--- config.mk ---
export PLATFORM = sky130hd
export DESIGN_NAME = zsub_codec
export DESIGN_NICKNAME = d
export VERILOG_FILES = /design/src/rtl/zs_pkg.sv /design/src/rtl/zs_encoder.sv /design/src/rtl/zs_decoder.sv /design/src/rtl/zsub_codec.sv
export SDC_FILE = /design/constraint.sdc
export NUM_CORES = 1
export LEC_CHECK = 0
export ABC_AREA = 0
export BUFFER_PORTS_ARGS = -buffer_cell sky130_fd_sc_hd__buf_2
export CORE_MARGIN = 2
export CORE_UTILIZATION = 53
export CTS_CLUSTER_DIAMETER = 30
export DETAILED_ROUTE_END_ITERATION = 10
export GPL_TIMING_DRIVEN = 0
export PLACE_DENSITY = 0.75
export SLEW_MARGIN = 20
export SYNTH_ARGS = -nofsm -noshare
export SYNTH_HDL_FRONTEND = slang
export SYNTH_SLANG_ARGS = --single-unit
--- constraint.sdc ---
create_clock -name clk -period 1.6 [get_ports clk]
set_clock_uncertainty 0.05 [all_clocks]
set_input_delay 0.24 -clock clk [delete_from_list [all_inputs] [get_ports clk]]
set_output_delay 0.24 -clock clk [all_outputs]
set_load 0.005 [all_outputs]
--- src/rtl/zs_pkg.sv ---
package zs_pkg;

  // Longest zero run replaced by a substitution (four-zero rule)
  localparam int ZS_DEPTH = 4;
  // Width of the zero-run counters
  localparam int ZS_CW = $clog2(ZS_DEPTH + 1);

  typedef enum logic [1:0] {
    SYM_ZERO = 2'd0,
    SYM_ALT  = 2'd1,   // pulse that alternates polarity (data mark or B)
    SYM_VIOL = 2'd2    // pulse that repeats polarity (V)
  } zs_sym_e;

  // Number of zeros that one substitution replaces
  function automatic int zs_run_len(input logic e3);
    return e3 ? 4 : 3;
  endfunction

  // An alternating B pulse is needed when the pulse count since the last V is even
  function automatic logic zs_need_b(input logic odd_count);
    return !odd_count;
  endfunction

  // Polarity of an output pulse: 1 = positive
  function automatic logic zs_pulse_pos(input zs_sym_e s, input logic last_pos);
    return (s == SYM_VIOL) ? last_pos : !last_pos;
  endfunction

  // Legal substitution: the run-2 most recent raw samples before V hold no pulse
  function automatic logic zs_window_clear(input logic [ZS_DEPTH-1:0] raw, input int run);
    logic ok;
    ok = 1'b1;
    for (int i = 0; i < ZS_DEPTH; i++)
      if (i < run - 2 && raw[i]) ok = 1'b0;
    return ok;
  endfunction

endpackage

--- src/rtl/zs_encoder.sv ---
module zs_encoder
  import zs_pkg::*;
(
  input  logic clk,
  input  logic rst,
  input  logic codec_en_n,
  input  logic e3_sel,
  input  logic tx_a,
  input  logic tx_b,
  output logic line_p,
  output logic line_n,
  output logic clash
);

  zs_sym_e          pipe [ZS_DEPTH];
  logic [ZS_CW-1:0] zcnt;
  logic             odd_count;
  logic             last_pos;
  int               run_len;
  zs_sym_e          tap;

  // named internal events
  logic sub_fire;
  logic sub_with_b;
  logic tap_pulse;
  logic tap_pos;

  assign run_len    = zs_run_len(e3_sel);
  assign sub_fire   = !tx_a && (int'(zcnt) == run_len - 1);
  assign sub_with_b = sub_fire && zs_need_b(odd_count);

  always_comb begin
    tap = SYM_ZERO;
    for (int i = 0; i < ZS_DEPTH; i++)
      if (i == run_len - 1) tap = pipe[i];
  end

  assign tap_pulse = (tap != SYM_ZERO);
  assign tap_pos   = zs_pulse_pos(tap, last_pos);

  // look-ahead symbol pipeline, newest at index 0
  always_ff @(posedge clk) begin
    if (rst) begin
      for (int i = 0; i < ZS_DEPTH; i++) pipe[i] <= SYM_ZERO;
      zcnt      <= '0;
      odd_count <= 1'b0;
    end else begin
      pipe[0] <= sub_fire ? SYM_VIOL : (tx_a ? SYM_ALT : SYM_ZERO);
      for (int i = 1; i < ZS_DEPTH; i++)
        pipe[i] <= (sub_with_b && i == run_len - 1) ? SYM_ALT : pipe[i-1];
      if (tx_a || sub_fire) zcnt <= '0;
      else                  zcnt <= zcnt + 1'b1;
      if (sub_fire)  odd_count <= 1'b0;
      else if (tx_a) odd_count <= !odd_count;
    end
  end

  // line output stage
  always_ff @(posedge clk) begin
    if (rst) begin
      line_p   <= 1'b0;
      line_n   <= 1'b0;
      clash    <= 1'b0;
      last_pos <= 1'b0;
    end else if (codec_en_n) begin
      line_p <= tx_a;
      line_n <= tx_b;
      clash  <= tx_a && tx_b;
    end else begin
      line_p <= tap_pulse && tap_pos;
      line_n <= tap_pulse && !tap_pos;
      clash  <= 1'b0;
      if (tap_pulse) last_pos <= tap_pos;
    end
  end

  // checker state: zero run seen on the line outputs
  logic [2:0] chk_zrun;
  logic       chk_armed;
  always_ff @(posedge clk) begin
    if (rst || codec_en_n) begin
      chk_zrun  <= '0;
      chk_armed <= 1'b0;
    end else if (line_p || line_n) begin
      chk_zrun  <= '0;
      chk_armed <= 1'b1;
    end else if (chk_armed && chk_zrun != 3'd7) begin
      chk_zrun <= chk_zrun + 3'd1;
    end
  end

  assert_zero_run_R4: assert property (@(posedge clk) disable iff (rst)
    chk_armed |-> (int'(chk_zrun) < run_len));

  assert_rails_exclusive_R4: assert property (@(posedge clk) disable iff (rst)
    $past(!codec_en_n) |-> !(line_p && line_n));

  assert_clash_source_R9: assert property (@(posedge clk) disable iff (rst)
    clash |-> $past(codec_en_n && tx_a && tx_b));

  assert_clash_quiet_R5: assert property (@(posedge clk) disable iff (rst)
    $past(!codec_en_n) |-> !clash);

endmodule

--- src/rtl/zs_decoder.sv ---
module zs_decoder
  import zs_pkg::*;
(
  input  logic clk,
  input  logic rst,
  input  logic codec_en_n,
  input  logic e3_sel,
  input  logic rx_a,
  input  logic rx_b,
  input  logic sig_ok,
  output logic data_p,
  output logic data_n,
  output logic viol
);

  logic [ZS_DEPTH-1:0] dly;   // decoded bits, newest at index 0
  logic [ZS_DEPTH-1:0] raw;   // raw pulse presence, newest at index 0
  logic                last_pos;
  logic                armed;
  int                  run_len;
  logic                tap;

  // named internal events
  logic single_pulse;
  logic both_rails;
  logic same_pol;
  logic good_sub;
  logic bad_sub;

  assign run_len      = zs_run_len(e3_sel);
  assign single_pulse = rx_a ^ rx_b;
  assign both_rails   = rx_a && rx_b;
  assign same_pol     = armed && single_pulse && (rx_a == last_pos);
  assign good_sub     = same_pol && zs_window_clear(raw, run_len);
  assign bad_sub      = (same_pol && !good_sub) || both_rails;

  always_comb begin
    tap = 1'b0;
    for (int i = 0; i < ZS_DEPTH; i++)
      if (i == run_len - 1) tap = dly[i];
  end

  always_ff @(posedge clk) begin
    if (rst) begin
      dly      <= '0;
      raw      <= '0;
      last_pos <= 1'b0;
      armed    <= 1'b0;
    end else begin
      dly[0] <= good_sub ? 1'b0 : (rx_a || rx_b);
      raw[0] <= rx_a || rx_b;
      for (int i = 1; i < ZS_DEPTH; i++) begin
        dly[i] <= (good_sub && i == run_len - 1) ? 1'b0 : dly[i-1];
        raw[i] <= raw[i-1];
      end
      if (single_pulse) begin
        last_pos <= rx_a;
        armed    <= 1'b1;
      end
    end
  end

  always_ff @(posedge clk) begin
    if (rst) begin
      data_p <= 1'b0;
      data_n <= 1'b0;
      viol   <= 1'b0;
    end else begin
      viol <= !codec_en_n && bad_sub;
      if (!sig_ok) begin
        data_p <= 1'b0;
        data_n <= 1'b0;
      end else if (codec_en_n) begin
        data_p <= rx_a;
        data_n <= rx_b;
      end else begin
        data_p <= tap;
        data_n <= 1'b0;
      end
    end
  end

  assert_los_blank_R10: assert property (@(posedge clk) disable iff (rst)
    !$past(sig_ok) |-> (!data_p && !data_n));

  assert_neg_quiet_R6: assert property (@(posedge clk) disable iff (rst)
    $past(!codec_en_n) |-> !data_n);

  assert_viol_codec_only_R7: assert property (@(posedge clk) disable iff (rst)
    viol |-> $past(!codec_en_n));

endmodule

--- src/rtl/zsub_codec.sv ---
module zsub_codec (
  input  logic clk,
  input  logic rst,
  input  logic codec_en_n,
  input  logic e3_sel,
  input  logic tx_in_pos,
  input  logic tx_in_neg,
  output logic ln_out_pos,
  output logic ln_out_neg,
  output logic tx_clash,
  input  logic ln_in_pos,
  input  logic ln_in_neg,
  input  logic sig_ok,
  output logic rx_out_pos,
  output logic rx_out_neg,
  output logic rx_viol
);

  zs_encoder u_enc (
    .clk        (clk),
    .rst        (rst),
    .codec_en_n (codec_en_n),
    .e3_sel     (e3_sel),
    .tx_a       (tx_in_pos),
    .tx_b       (tx_in_neg),
    .line_p     (ln_out_pos),
    .line_n     (ln_out_neg),
    .clash      (tx_clash)
  );

  zs_decoder u_dec (
    .clk        (clk),
    .rst        (rst),
    .codec_en_n (codec_en_n),
    .e3_sel     (e3_sel),
    .rx_a       (ln_in_pos),
    .rx_b       (ln_in_neg),
    .sig_ok     (sig_ok),
    .data_p     (rx_out_pos),
    .data_n     (rx_out_neg),
    .viol       (rx_viol)
  );

endmodule

==> reports/qor.csv, run 1 <==
stage;metric;value;unit
route;drc;0;
grt;grt_pass1_wl;2704;um
floorplan;core_area;1745;um2
timing;finalSetupViolCount;0;
route;ant_nets;0;
route;vias;740;
worst_setup_path;crit_path_end_kind;flip-flop;
timing;rsz0062_at_grt;false;
worst_setup_path;start_kind;flip-flop;
clock_network;cts_buffers;3;
worst_setup_path;cp.required;1.82;ns
clock_network;root_buffer;clkbuf_4;
floorplan;dieArea;2244;um2
finish;drive_above_1_share;16.10;%
route;wire_per_inst;11.42;um
route;dr.pass1.iters;4;
finish;area_delta_synth_final;12.42;%
grt;grt_util_all_layers;18.03;%
clock_network;post-cts-setup-buffers;0;
clock_network;cts_tree;yes;
clock_network;clockBufferDepth;2;
yosys;ys_seq_area_share;54.20;%
timing;hold_viol_final;0;
hold_path;hp-class;input pin to flip-flop;
timing;tns;0;ns
placed_design;gp_congestion;0.7674;
pwr;powerDensity;985.6;nW/um2
grt;grt_pass1_vias;641;
route;drt_wl_total;1633;um
pwr;p_leak;0.4781;nW
pwr;max-vdd-ir-drop;0.0006747;V
grt;antenna_found_initial;0;
clock_network;htree_num_levels;1;
yosys;async_reset_ff_share;0;%
yosys;ys_types;32;
pwr;power;1.105;mW
finish;finalNetCount;131;
route;vias_per_cell;5.175;
yosys;synthesis.area;997.2;um2
timing;hold_slack;0.07226;ns
finish;diodes;0;
yosys;yosysWarnings;0;
grt;grt_max_degree;16;
worst_setup_path;crit_path_max_fanout;4;
worst_setup_path;cp.arrival;1.54;ns
floorplan;start_util;57.13;%
yosys;synthCells;101;
worst_setup_path;path_class;flip-flop to flip-flop;
finish;final_cell_mix;dfxtp_1 (27), buf_2 (14), nor2_1 (13), inv_1 (9);
yosys;synth-seq-cells;27;
yosys;syn_avg_cell_area;9.873;um2
timing;maxClockFrequency;0.7563;GHz
clock_network;hold_buffers;0;
clock_network;cts.sinks;27;
floorplan;die_width;47.38;um
floorplan;row_count;15;
clock_network;worst_skew_pair.late_latency;0.32;ns
yosys;synth_ff_type;dfxtp_1;
placed_design;hpwlAfterDp;1220;um
grt;grt-ovfl-total;0;
job;drv_cap;0;
placed_design;numPortBuffers;13;
floorplan;die_y;47.38;um
timing;drv_slew;0;
route;drt_iter0_drc;13;
yosys;synth_edf_count;0;
timing;tightest_slew;0.6547;ns
timing;period_share;82.64;%
run_status;status;completed;
yosys;syn-num-nets;113;
timing;period_needed;1.322;ns
clock_network;cts-resized-gates;0;
timing;maxSlewHeadroom;55.74;%
floorplan;io_pins;15;
finish;final_common_cell;dfxtp_1;
clock_network;clk_pin_slew_worst_paths;0.14;ns
-- metrics by stage --
step / setup slack [ns] / cells / area, um2 / utilization, %
global route: 0.1475 / 143 / 1121 / 64.23
global placement: 0.2622 / 139 / 1094 / 62.65
CTS: 0.2541 / 143 / 1121 / 64.23
detailed placement: 0.2504 / 139 / 1094 / 62.65
floorplan: 0.4593 / 101 / 997.2 / -
finish: 0.2778 / 143 / 1121 / 64.23
-- routing by layer --
layer	vias up	wire length, um	GRT usage [%]
met4	0	21	10.00
met2	19	774	27.84
li1	379	-	-
met3	4	69	4.615
met5	-	0	0
met1	338	768	22.86
-- synthesized netlist by cell type (all sizes together) (3+ instances only) --
master  count  share of area (%)
mux2i       3                3.0
nand2b      4                2.5
a311oi      3                2.6
dfxtp      27                 54
nor2       13                4.9
ha          3                3.8
a21oi       5                2.5
nor2b       5                3.1
inv         9                3.4
-- registers in the layout (all words and copies together) (netlist names) --
| signal | count |
|---|---|
| u_enc.line_p | 1 |
| u_dec.viol | 1 |
| u_enc.line_n | 1 |
| u_enc.odd_count | 1 |
| u_dec.armed | 1 |
| u_enc.clash | 1 |
| u_dec.data_p | 1 |
| u_enc.pipe | 8 |
| u_dec.last_pos | 1 |
| u_dec.data_n | 1 |
| u_enc.last_pos | 1 |
| u_enc.zcnt | 3 |
| u_dec.dly | 4 |
| u_dec.raw | 2 |
-- worst max-delay path: stages (launching register included) --
cell and delay [ns]:
dfxtp_1 0.35, nor4b_1 0.61, a31oi_1 0.16, nor2_1 0.10
-- power breakdown --
part | switching (mW) | leakage, nW | internal (mW)
combinational | 0.0567 | 0.239 | 0.0446
clock | 0.195 | 0.0177 | 0.0937
sequential | 0.0147 | 0.221 | 0.700
total | 0.267 | 0.478 | 0.838
-- area by class of cell --
type	instances	area [um2]
buffer	4	16.27
inverter	9	33.78
fill	161	624.3
clock inverter	1	5.005
timing repair buffer	13	65.06
tap	25	31.28
clock buffer	3	22.52
multi-input combinational	61	406.6
sequential	27	540.5
-- cell families (layout without fill, tap and decap cells) --
group | count (synthesis) | count (layout) | synth area share (%)
and+or+nand+nor | 31 | 31 | 15.81
DFF | 27 | 27 | 54.20
AOI/OAI and AO/OA | 21 | 21 | 15.56
buffers and inverters | 13 | 30 | 5.018
adders and majority gates | 3 | 3 | 3.765
xor gates and xnor gates | 3 | 3 | 2.635
muxes | 3 | 3 | 3.011
-- worst paths after layout --
kind / slack [ns] / endpoint / depth (start not counted) / startpoint
worst max-delay path: 0.28 / u_enc.pipe[3][0] / 3 / u_enc.odd_count
worst min-delay path: 0.07 / u_enc.pipe[0][1] / 2 / tx_in_pos
worst max register to register: 0.28 / u_enc.pipe[3][0] / 3 / u_enc.odd_count
worst min register to register: 0.39 / u_dec.dly[3] / 2 / u_dec.dly[2]
(Power assumes the default switching activity.)
==> run 2: changes to the inputs <==
- CORE_UTILIZATION: 53 -> 48
- PLACE_DENSITY: 0.75 -> 0.72
- clock period: 1.6 -> 1.18 ns (I/O delays scaled with it)
==> reports/qor.csv, run 2 (same netlist as run 1, synthesis figures left out) <==
stage;metric;value;unit
run_status;status;completed;
pwr;switchingPower;349.8;uW
timing;finalSetupViolCount;0;
grt;grt_max_degree;15;
route;ant_nets;0;
grt;grt_pass1_wl;2918;um
placed_design;numPortBuffers;13;
finish;final_area;1142;um2
placed_design;dp_cells;141;
pwr;switching_share;23.43;%
finish;final_cell_mix;dfxtp_1 (26), buf_2 (14), nor2_1 (13), inv_1 (9);
finish;register_area;541.8;um2
floorplan;row_count;16;
clock_network;root_buffer;clkbuf_4;
floorplan;io_pins;15;
clock_network;cts.sinks;27;
worst_setup_path;start_kind;flip-flop;
placed_design;place_ws;-0.1220;ns
worst_setup_path;path_class;flip-flop to flip-flop;
floorplan;die_width;49.58;um
finish;area_delta_synth_final;14.56;%
floorplan;core_area;1962;um2
timing;maxClockFrequency;0.8936;GHz
floorplan;dieArea;2458;um2
clock_network;clk_pin_slew_worst_paths;0.13;ns
finish;drive_above_1_share;17.80;%
clock_network;cts_buffers;3;
pwr;p_int;1.143;mW
pwr;max-vdd-ir-drop;0.0006175;V
timing;setup_slack;0.06091;ns
floorplan;die_y;49.58;um
finish;n_fill_cell;192;
grt;grt_util_all_layers;15.35;%
finish;reg_top3;u_enc.pipe (8), u_dec.dly (4), u_enc.zcnt (3);
finish;diodes;0;
route;wire_per_inst;11.58;um
timing;tightest_slew;0.4738;ns
finish;finalNetCount;131;
finish;fin_cells;145;
timing;period_share;94.84;%
route;vias;731;
worst_setup_path;cp.required;1.35;ns
pwr;power_frac_clock;25.4;%
finish;largest_reg_flops;8;
placed_design;gp_congestion;0.7438;
pwr;power_frac_comb;9.6;%
placed_design;placed_cell_area;1096;um2
clock_network;hold_buffers;0;
finish;final_common_cell;dfxtp_1;
floorplan;start_util;50.83;%
clock_network;cts_tree;yes;
clock_network;htree_num_levels;1;
route;drt_wl_total;1679;um
finish;multiInputGateArea;425.4;um2
route;drc;0;
clock_network;post-cts-setup-buffers;0;
grt;grt-ovfl-total;0;
clock_network;clockBufferDepth;2;
timing;maxSlewHeadroom;68.41;%
pwr;p_leak;0.4784;nW
grt;grt_pass1_vias;717;
clock_network;cts-resized-gates;2;
route;dr.pass1.iters;4;
hold_path;hp-class;input pin to flip-flop;
worst_setup_path;cp.arrival;1.29;ns
pwr;powerDensity;1307;nW/um2
finish;largest-register;u_enc.pipe;
job;drv_cap;0;
grt;antenna_found_initial;0;
timing;drv_slew;0;
timing;period_needed;1.119;ns
pwr;seq_power_share;65.0;%
clock_network;worst_skew_pair.late_latency;0.31;ns
route;vias_per_cell;5.041;
route;drt_iter0_drc;12;
worst_setup_path;crit_path_end_kind;flip-flop;
timing;hold_viol_final;0;
worst_setup_path;crit_path_max_fanout;2;
[run 2: power by group through the flow]
stage	registers [mW]	logic (mW)	clock network (mW)
finish	0.971	0.143	0.379
global route	0.976	0.163	0.429
CTS	0.970	0.140	0.394
detailed placement	0.989	0.138	0
global placement	0.987	0.134	0
floorplan	0.986	0.0915	0
[run 2: final timing paths]
check	from	end	slack [ns]	cells past startpoint
setup / recovery	u_enc.pipe[2][1]	u_enc.line_p	0.06	3
hold / removal	tx_in_pos	u_enc.pipe[0][1]	0.04	2
hold reg to reg	u_enc.pipe[1][1]	u_enc.pipe[2][1]	0.38	2
setup reg to reg	u_enc.pipe[2][1]	u_enc.line_p	0.06	3
[run 2: metal layers]
| metal | share of wire (%) | global-route usage, % | vias up |
|---|---|---|---|
| met1 | 50 | 19.46 | 334 |
| li1 | - | - | 382 |
| met3 | 3.0 | 2.727 | 2 |
| met2 | 46 | 25.11 | 13 |
| met4 | 0.71 | 7.407 | 0 |
| met5 | 0 | 0 | - |
[run 2: through the flow]
step	total power, mW	setup TNS [ns]	hold WS, ns	utilization, %
CTS	1.504	0	0.009224	57.53
global placement	1.121	-0.4579	0.3493	55.87
finish	1.493	0	0.04119	58.23
detailed placement	1.127	-0.7223	0.3503	55.87
global route	1.568	-0.001644	0.03899	58.23
floorplan	1.077	0	0.2043	-
[run 2: cell type report]
cell class | count | share of cell area (%)
buffer | 4 | 1.424
clock buffer | 4 | 2.300
inverter | 9 | 2.957
multi-input combinational | 61 | 37.24
sequential | 27 | 47.43
tap | 27 | 2.957
timing repair buffer | 13 | 5.695
[run 2: critical path: stages, from the launching register on]
cell	delay, ns
dfxtp_1	0.34
nor3b_1	0.15
a311o_1	0.32
a22o_1	0.17
==> run 3: changes to the inputs <==
- BUFFER_PORTS_ARGS: -buffer_cell sky130_fd_sc_hd__buf_2 -> -buffer_cell sky130_fd_sc_hd__buf_4
==> reports/qor.csv, run 3 (same netlist as run 1, synthesis figures left out) <==
stage;metric;value;unit
pwr;p_int;1.150;mW
timing;maxClockFrequency;0.8957;GHz
clock_network;root_buffer;clkbuf_4;
route;vias_per_cell;5.192;
finish;final_cell_mix;dfxtp_1 (26), nor2_1 (13), buf_4 (13), inv_1 (9);
pwr;power_frac_comb;10.3;%
floorplan;io_pins;15;
finish;reg_top3;u_enc.pipe (8), u_dec.dly (4), u_enc.zcnt (3);
hold_path;hp-class;input pin to flip-flop;
timing;hold_viol_final;0;
floorplan;die_y;49.58;um
clock_network;clockBufferDepth;2;
placed_design;gp_congestion;0.7460;
pwr;powerDensity;1275;nW/um2
route;vias;758;
worst_setup_path;cp.arrival;1.29;ns
timing;period_needed;1.116;ns
grt;grt_util_all_layers;15.30;%
grt;grt_pass1_vias;693;
pwr;max-vdd-ir-drop;0.001006;V
finish;final_area;1177;um2
floorplan;core_area;1962;um2
pwr;power_frac_clock;25.0;%
route;dr.pass1.iters;4;
timing;tightest_slew;0.4891;ns
timing;maxSlewHeadroom;67.39;%
placed_design;numPortBuffers;13;
floorplan;die_width;49.58;um
job;drv_cap;0;
finish;final_common_cell;dfxtp_1;
grt;grt_pass1_wl;2877;um
pwr;switchingPower;350.4;uW
finish;largest_reg_flops;8;
clock_network;cts.sinks;27;
timing;rsz0062_at_grt;false;
finish;largest-register;u_enc.pipe;
route;drt_iter0_drc;14;
timing;finalSetupViolCount;0;
pwr;switching_share;23.35;%
route;drt_wl_total;1688;um
grt;grt_max_degree;16;
placed_design;placed_cell_area;1129;um2
route;wire_per_inst;11.56;um
clock_network;clk_pin_slew_worst_paths;0.13;ns
grt;antenna_found_initial;0;
worst_setup_path;worstSetupStartpoint;u_enc.pipe[2][1];
finish;finalNetCount;132;
clock_network;worst_skew_pair.late_latency;0.31;ns
timing;drv_slew;0;
run_status;status;completed;
route;drc;0;
worst_setup_path;r2r_end;u_enc.line_p;
timing;period_share;94.61;%
worst_setup_path;crit_end;u_enc.line_p;
floorplan;dieArea;2458;um2
finish;drive_above_1_share;18.49;%
floorplan;row_count;16;
worst_setup_path;worstReg2RegStart;u_enc.pipe[2][1];
clock_network;post-cts-setup-buffers;0;
worst_setup_path;path_class;flip-flop to flip-flop;
finish;area_delta_synth_final;18.07;%
finish;fin_cells;146;
grt;grt-ovfl-total;0;
finish;diodes;0;
worst_setup_path;crit_path_end_kind;flip-flop;
finish;n_fill_cell;182;
floorplan;start_util;50.83;%
pwr;p_leak;0.4909;nW
route;ant_nets;0;
worst_setup_path;start_kind;flip-flop;
clock_network;cts_buffers;3;
worst_setup_path;cp.required;1.35;ns
clock_network;htree_num_levels;1;
placed_design;dp_cells;141;
clock_network;cts_tree;yes;
placed_design;hpwlAfterDp;1225;um
worst_setup_path;reg2reg_slack;0.06;ns
pwr;seq_power_share;64.7;%
worst_setup_path;crit_path_max_fanout;2;
worst_setup_path;rr_worst_depth;3;
-- run 3: critical path: stages (launching register included) --
cell and delay, ns:
dfxtp_1 0.34, nor3b_1 0.15, a311o_1 0.32, a22o_1 0.17
-- run 3: how the worst min path moves through the flow --
stage	start	endpoint	slack, ns	depth (start not counted)
finish	tx_in_neg	u_enc.clash	0.05	3
global route	ln_in_neg	u_dec.data_n	0.03	3
CTS	ln_in_neg	u_dec.data_n	0.04	3
detailed placement	tx_in_pos	u_enc.pipe[0][1]	0.33	2
global placement	tx_in_pos	u_enc.pipe[0][1]	0.33	2
floorplan	tx_in_pos	u_enc.pipe[0][1]	0.20	1
-- run 3: final cells by class --
cell class | count | area [um2] | area share [%]
flip-flops and latches | 27 | 541.8 | 46.01
multi-input cells | 61 | 416.7 | 35.39
repair buffers | 14 | 107.6 | 9.139
inverters | 9 | 33.78 | 2.869
well taps | 27 | 33.78 | 2.869
clock buffers | 3 | 22.52 | 1.913
plain buffers | 4 | 16.27 | 1.382
clock inverters | 1 | 5.005 | 0.4251
-- run 3: through the flow --
step | TNS (ns) | worst slack (ns) | hold WS, ns | util, % | power (mW)
after CTS | 0 | 0.01068 | 0.03741 | 59.76 | 1.520
after global placement | -0.4261 | -0.08751 | 0.3316 | 57.53 | 1.133
after global routing | 0 | 0.002929 | 0.03025 | 60.01 | 1.593
after detailed placement | -0.5504 | -0.1091 | 0.3301 | 57.53 | 1.137
final | 0 | 0.06357 | 0.05089 | 60.01 | 1.501
after floorplan | 0 | 0.05067 | 0.2043 | - | 1.077
-- run 3: repair_timing --
item                                    CTS  global route
resized for setup                         2             2
endpoints found under the hold margin     1             0
endpoints found under the setup margin    8             4
hold buffers                              1             0
-- run 3: routing by layer --
layer / routed length, um / GRT usage, % / vias up
met4: 12 / 5.556 / 0
met3: 91 / 3.939 / 2
met5: 0 / 0 / -
li1: - / - / 384
met1: 795 / 19.69 / 350
met2: 788 / 24.67 / 22
-- run 3: power by group through the flow --
stage | clock network, mW | logic, mW | registers, mW
6_report | 0.375 | 0.154 | 0.971
3_5_place_dp | 0 | 0.147 | 0.990
2_1_floorplan | 0 | 0.0915 | 0.986
3_3_place_gp | 0 | 0.145 | 0.988
4_1_cts | 0.397 | 0.153 | 0.970
5_1_grt | 0.445 | 0.174 | 0.975
